`config.mk`:
```
export PLATFORM = sky130hd
export DESIGN_NAME = serial_word_loader
export DESIGN_NICKNAME = d
export VERILOG_FILES = /design/src/rtl/swl_pkg.sv /design/src/rtl/swl_ctrl.sv /design/src/rtl/swl_channel_bank.sv /design/src/rtl/swl_datapath.sv /design/src/rtl/serial_word_loader.sv
export SDC_FILE = /design/constraint.sdc
export NUM_CORES = 1
export LEC_CHECK = 0
export BUFFER_PORTS_ARGS = -buffer_cell sky130_fd_sc_hd__buf_4
export CORE_UTILIZATION = 40
export DETAILED_ROUTE_END_ITERATION = 12
export GPL_ROUTABILITY_DRIVEN = 0
export PLACE_DENSITY_LB_ADDON = 0.15
export SYNTH_ARGS = -nofsm -noshare
export SYNTH_HDL_FRONTEND = slang
export SYNTH_HIERARCHICAL = 1
export SYNTH_SLANG_ARGS = --single-unit
```
`constraint.sdc`:
```
create_clock -name clk -period 3.6 [get_ports clk]
set_input_delay 0 -clock clk [delete_from_list [all_inputs] [get_ports clk]]
set_output_delay 0 -clock clk [all_outputs]
set_load 0.05 [all_outputs]
```
`src/rtl/swl_pkg.sv`:
```
package swl_pkg;
  localparam int CODE_W  = 2;
  localparam int REF_W   = 14;
  localparam int TEST_W  = 2;
  localparam int MODE_W  = 3;
  localparam int SWAL_W  = 7;
  localparam int PROG_W  = 11;
  localparam int WORD_W  = CODE_W + MODE_W + SWAL_W + PROG_W;
  localparam int REFV_W  = REF_W + 1 + TEST_W;
  localparam int FBV_W   = MODE_W + SWAL_W + PROG_W;
  localparam int NUM_CH  = 2 ** (CODE_W - 1);

  typedef struct packed {
    logic shiftEn;
    logic loadEn;
  } swl_ctrl_t;
endpackage

```
`src/rtl/swl_ctrl.sv`:
```
module swl_ctrl
  import swl_pkg::*;
(
  input  logic      clk,
  input  logic      rst_n,
  input  logic      serClk,
  input  logic      serLoad,
  output swl_ctrl_t ctrl
);
  logic serClkQ;
  logic serLoadQ;

  always_ff @(posedge clk or negedge rst_n) begin
    if (!rst_n) begin
      serClkQ  <= 1'b0;
      serLoadQ <= 1'b0;
    end else begin
      serClkQ  <= serClk;
      serLoadQ <= serLoad;
    end
  end

  always_comb begin
    ctrl.shiftEn = serClk & ~serClkQ;
    ctrl.loadEn  = serLoad & ~serLoadQ;
  end
endmodule

```
`src/rtl/swl_channel_bank.sv`:
```
module swl_channel_bank
  import swl_pkg::*;
(
  input  logic              clk,
  input  logic              rst_n,
  input  logic              loadRef,
  input  logic              loadFb,
  input  logic [REFV_W-1:0] refVal,
  input  logic [FBV_W-1:0]  fbVal,
  output logic [REF_W-1:0]  refCount,
  output logic              cpSel,
  output logic [TEST_W-1:0] testBits,
  output logic              monitorSel,
  output logic              modulusSel,
  output logic              phasePol,
  output logic [SWAL_W-1:0] swallowCount,
  output logic [PROG_W-1:0] programCount,
  output logic              refStrobe,
  output logic              fbStrobe
);
  always_ff @(posedge clk or negedge rst_n) begin
    if (!rst_n) begin
      refCount <= '0;
      cpSel    <= 1'b0;
      testBits <= '0;
    end else if (loadRef) begin
      refCount <= refVal[REF_W-1:0];
      cpSel    <= refVal[REF_W];
      testBits <= refVal[REF_W+1 +: TEST_W];
    end
  end

  always_ff @(posedge clk or negedge rst_n) begin
    if (!rst_n) begin
      monitorSel   <= 1'b0;
      modulusSel   <= 1'b0;
      phasePol     <= 1'b0;
      swallowCount <= '0;
      programCount <= '0;
    end else if (loadFb) begin
      monitorSel   <= fbVal[0];
      modulusSel   <= fbVal[1];
      phasePol     <= fbVal[2];
      swallowCount <= fbVal[MODE_W +: SWAL_W];
      programCount <= fbVal[MODE_W+SWAL_W +: PROG_W];
    end
  end

  always_ff @(posedge clk or negedge rst_n) begin
    if (!rst_n) begin
      refStrobe <= 1'b0;
      fbStrobe  <= 1'b0;
    end else begin
      refStrobe <= loadRef;
      fbStrobe  <= loadFb;
    end
  end
endmodule

```
`src/rtl/swl_datapath.sv`:
```
module swl_datapath
  import swl_pkg::*;
(
  input  logic                     clk,
  input  logic                     rst_n,
  input  logic                     serData,
  input  swl_ctrl_t                ctrl,
  output logic [NUM_CH*REF_W-1:0]  refCount,
  output logic [NUM_CH-1:0]        cpSel,
  output logic [NUM_CH*TEST_W-1:0] testBits,
  output logic [NUM_CH-1:0]        monitorSel,
  output logic [NUM_CH-1:0]        modulusSel,
  output logic [NUM_CH-1:0]        phasePol,
  output logic [NUM_CH*SWAL_W-1:0] swallowCount,
  output logic [NUM_CH*PROG_W-1:0] programCount,
  output logic [NUM_CH-1:0]        refStrobe,
  output logic [NUM_CH-1:0]        fbStrobe
);
  localparam int CHSEL_W = CODE_W - 1;

  logic [WORD_W-1:0]  shiftReg;
  logic               isFbWord;
  logic [CHSEL_W-1:0] chSel;
  logic [REFV_W-1:0]  refVal;
  logic [FBV_W-1:0]   fbVal;

  always_ff @(posedge clk or negedge rst_n) begin
    if (!rst_n) begin
      shiftReg <= '0;
    end else if (ctrl.shiftEn) begin
      shiftReg <= {shiftReg[WORD_W-2:0], serData};
    end
  end

  always_comb begin
    isFbWord = shiftReg[0];
    chSel    = shiftReg[CODE_W-1:1];
    refVal   = shiftReg[CODE_W +: REFV_W];
    fbVal    = shiftReg[CODE_W +: FBV_W];
  end

  for (genvar c = 0; c < NUM_CH; c++) begin : g_chan
    logic loadRef;
    logic loadFb;
    logic hit;

    always_comb begin
      hit     = ctrl.loadEn && (chSel == CHSEL_W'(c));
      loadRef = hit && !isFbWord;
      loadFb  = hit && isFbWord;
    end

    swl_channel_bank i_bank (
      .clk          (clk),
      .rst_n        (rst_n),
      .loadRef      (loadRef),
      .loadFb       (loadFb),
      .refVal       (refVal),
      .fbVal        (fbVal),
      .refCount     (refCount[c*REF_W +: REF_W]),
      .cpSel        (cpSel[c]),
      .testBits     (testBits[c*TEST_W +: TEST_W]),
      .monitorSel   (monitorSel[c]),
      .modulusSel   (modulusSel[c]),
      .phasePol     (phasePol[c]),
      .swallowCount (swallowCount[c*SWAL_W +: SWAL_W]),
      .programCount (programCount[c*PROG_W +: PROG_W]),
      .refStrobe    (refStrobe[c]),
      .fbStrobe     (fbStrobe[c])
    );
  end
endmodule

```
`src/rtl/serial_word_loader.sv`:
```
module serial_word_loader
  import swl_pkg::*;
(
  input  logic                     clk,
  input  logic                     rst_n,
  input  logic                     serClk,
  input  logic                     serData,
  input  logic                     serLoad,
  output logic [NUM_CH*REF_W-1:0]  refCount,
  output logic [NUM_CH-1:0]        cpSel,
  output logic [NUM_CH*TEST_W-1:0] testBits,
  output logic [NUM_CH-1:0]        monitorSel,
  output logic [NUM_CH-1:0]        modulusSel,
  output logic [NUM_CH-1:0]        phasePol,
  output logic [NUM_CH*SWAL_W-1:0] swallowCount,
  output logic [NUM_CH*PROG_W-1:0] programCount,
  output logic [NUM_CH-1:0]        refStrobe,
  output logic [NUM_CH-1:0]        fbStrobe
);
  swl_ctrl_t ctrl;

  swl_ctrl i_ctrl (
    .clk     (clk),
    .rst_n   (rst_n),
    .serClk  (serClk),
    .serLoad (serLoad),
    .ctrl    (ctrl)
  );

  swl_datapath i_dp (
    .clk          (clk),
    .rst_n        (rst_n),
    .serData      (serData),
    .ctrl         (ctrl),
    .refCount     (refCount),
    .cpSel        (cpSel),
    .testBits     (testBits),
    .monitorSel   (monitorSel),
    .modulusSel   (modulusSel),
    .phasePol     (phasePol),
    .swallowCount (swallowCount),
    .programCount (programCount),
    .refStrobe    (refStrobe),
    .fbStrobe     (fbStrobe)
  );
endmodule

```
==> flow_summary.ini <==
[outcome]
run_status = finished, final reports clean

[setup_path]
rr_startpoint = i_ctrl/serLoadQ
required_ns = 3.84
r2r_end = i_dp/g_chan[1].i_bank/cpSel
worst_r2r_path_depth = 3
kind_of_capture_point_of_the_worst_setup_path = flip-flop
critical_path.startpoint_type = flip-flop
critical_path_peak_fanout = 18
timing.setup.critical_path_class = reg -> reg
crit_arrival_ns = 2.26
ff2ff_setup_slack_ns = 1.58
critPathCapture = i_dp/g_chan[1].i_bank/cpSel
worstSetupStartpoint = i_ctrl/serLoadQ

[detailed_routing]
route.detailed.vias_per_inst = 4.73
avgRoutedWirePerCell_um = 16.8
drt_drc_violations_left = 0
route.final.wire_length_um = 7580
vias = 2136
antenna_violating_nets_post_route = 0
drt_pre_antenna_iters = 5
drt_iter0_markers = 41

[sta]
final.setup.tns_ns = 0
setup_repair_after_global_routing_missed_its_margin = no
tightestPinTransition_ns = 1.19
setup-violations-final = 0
timing.slew.headroom = 0.206
fmax_mhz = 496
worst_clock_skew_ns = 0.0118
setup_slack_ns = 1.58
fin_crit_sh = 0.560
period_minus_slack_ns = 2.02
drv_slew = 0
whs_ns = 0.317
final-hold-violation-count = 0

[yosys]
synth-seq-area-share = 0.658
post_synth.cell_area_avg_um2 = 18.1
synthesis.yosys.warnings = 6
synthesis.area_um2 = 3990
total_of_flip_flops_plus_latches_after_synthesis = 105
synth.net_count = 225
synth.distinct_cells = 10
syn_inst_count = 220

[power]
sequentialPowerShare = 0.411
switching_share = 0.418
share_clk_of_total_power = 0.169
power.total_mw = 4.39
power.static_leakage_nw = 2.51
power_frac_comb = 0.420
peakVddDrop_uv = 378
cell_internal_pwr_mw = 2.55
power.switching_mw = 1.84
cellPowerDensity_nw_per_um2 = 885

[clock_tree]
worstSkewPairLatency_ns = 0.35
cts_inserted_buffers = 9
clock_sink_count = 105
cts-root-buf = clkbuf_8
cts_tree = done
clk_path_buf_depth = 2
h-tree-depth = 3
clk_pin_slew_worst_setup_hold_paths_ns = 0.09

[placed_design]
place.detailed.hpwl_um = 4880
pre_cts_slack_ns = 1.53
io_buffers = 84

[global_routing]
grt.total_usage = 0.160
grt_overflow = 0
first_global_vias = 2187
grt_pass1_wl_um = 12400
grt_start_max_net_pins = 81
antenna_found_initial = 0

[job]
max_cap_violations = 0

[min_path]
hold_path_class = in -> reg

[floorplanning]
die-width_um = 102
floorplan.die.height_um = 102
fp-row-count = 36
initial_core_util = 0.410
fp.dieArea_um2 = 10400
core-area_um2 = 9730
top_level_ports = 85

[cells_and_area]
final.fill_count = 869
fraction_of_final_layout_cells_sized_beyond_drive_strength_1 = 0.646
syn_to_final_growth_pct = 24.3
num_antenna_cells = 0
finalNetCount = 319
==> state kept, by name, indices dropped and copies added (netlist names) <==
signal,count
i_dp/g_chan.i_bank/swallowCount,14
i_dp/g_chan.i_bank/monitorSel,2
i_dp/shiftReg,23
i_dp/g_chan.i_bank/testBits,4
i_dp/g_chan.i_bank/refCount,28
i_dp/g_chan.i_bank/programCount,22
i_dp/g_chan.i_bank/fbStrobe,2
i_ctrl/serLoadQ,1
i_dp/g_chan.i_bank/cpSel,2
i_dp/g_chan.i_bank/phasePol,2
i_dp/g_chan.i_bank/refStrobe,2
i_ctrl/serClkQ,1
i_dp/g_chan.i_bank/modulusSel,2
==> cell usage in the layout (no fill, tap or decap), drive strengths merged <==
cell type    count
mux2            99
bufinv           1
nor2b            2
dfrtp          105
clkinv           2
nor3b            1
clkbuf          12
and3             1
clkinvlp         1
dlygate4sd3      4
and3b            2
buf             89
==> power by group through the flow <==
stage / logic [mW] / clock network, mW / registers, mW
4_1_cts: 1.86 / 0.770 / 1.82
6_report: 1.84 / 0.744 / 1.81
2_1_floorplan: 0.426 / 0 / 2.67
5_1_grt: 1.93 / 0.818 / 1.87
3_5_place_dp: 1.86 / 0 / 1.84
3_3_place_gp: 1.84 / 0 / 1.84
==> layout make-up <==
cell class | count | area [µm²] | area share
Timing Repair Buffer | 93 | 708 | 0.143
Multi-Input combinational cell | 105 | 1250 | 0.253
Tap cell | 133 | 166 | 0.0335
Clock buffer | 12 | 155 | 0.0313
Clock inverter | 4 | 51.3 | 0.0103
Sequential cell | 105 | 2630 | 0.530
==> logic make-up (layout without fill, tap and decap cells) <==
kind of cell	Yosys count	in the layout	share of synthesized area
mux	99	99	0.298
simple gates	6	6	0.0147
flops	105	105	0.658
buf+inv	10	109	0.0288
==> through the flow <==
stage	utilization	instances	instance area, µm²
floorplan	-	220	3990
global placement	0.485	432	4720
detailed placement	0.485	432	4720
CTS	0.510	452	4960
global route	0.510	452	4960
finish	0.510	452	4960
==> cell usage after synthesis <==
cell type,instances,area [µm²]
and3_1,1,6.26
buf_12,2,40.0
mux2_2,79,890
and3b_1,2,17.5
nor3b_1,1,7.51
nor2b_4,2,27.5
buf_6,4,45.0
dfrtp_1,105,2630
mux2_4,20,300
buf_4,4,30.0
==> worst min-delay path by stage <==
stage,slack (ns),depth (start not counted),start,endpoint
6_report,0.32,2,serClk,i_ctrl/serClkQ
5_1_grt,0.30,2,serClk,i_ctrl/serClkQ
4_1_cts,0.30,2,serClk,i_ctrl/serClkQ
3_5_place_dp,0.13,1,serLoad,i_ctrl/serLoadQ
3_3_place_gp,0.13,1,serLoad,i_ctrl/serLoadQ
2_1_floorplan,-0.30,0,rst_n,i_ctrl/serClkQ
==> layer usage <==
layer	GRT usage	routed length (µm)	vias up	part of all wire
met5	0	0	-	0
met4	0.0560	73	0	0.0096
met3	0.0410	356	8	0.047
met2	0.235	3470	55	0.46
met1	0.232	3680	1111	0.49
li1	-	-	962	-
==> critical path, stage by stage, from the launching register on <==
cell	delay, ns
dfrtp_1	0.40
nor2b_4	0.13
and3b_1	0.96
mux2_2	0.42
==> repair_timing <==
action,CTS,global route
hold buffers,4,0
gates resized for setup,0,0
hold endpoints to repair,82,0
setup buffers,0,0
(Power assumes the default switching activity.)
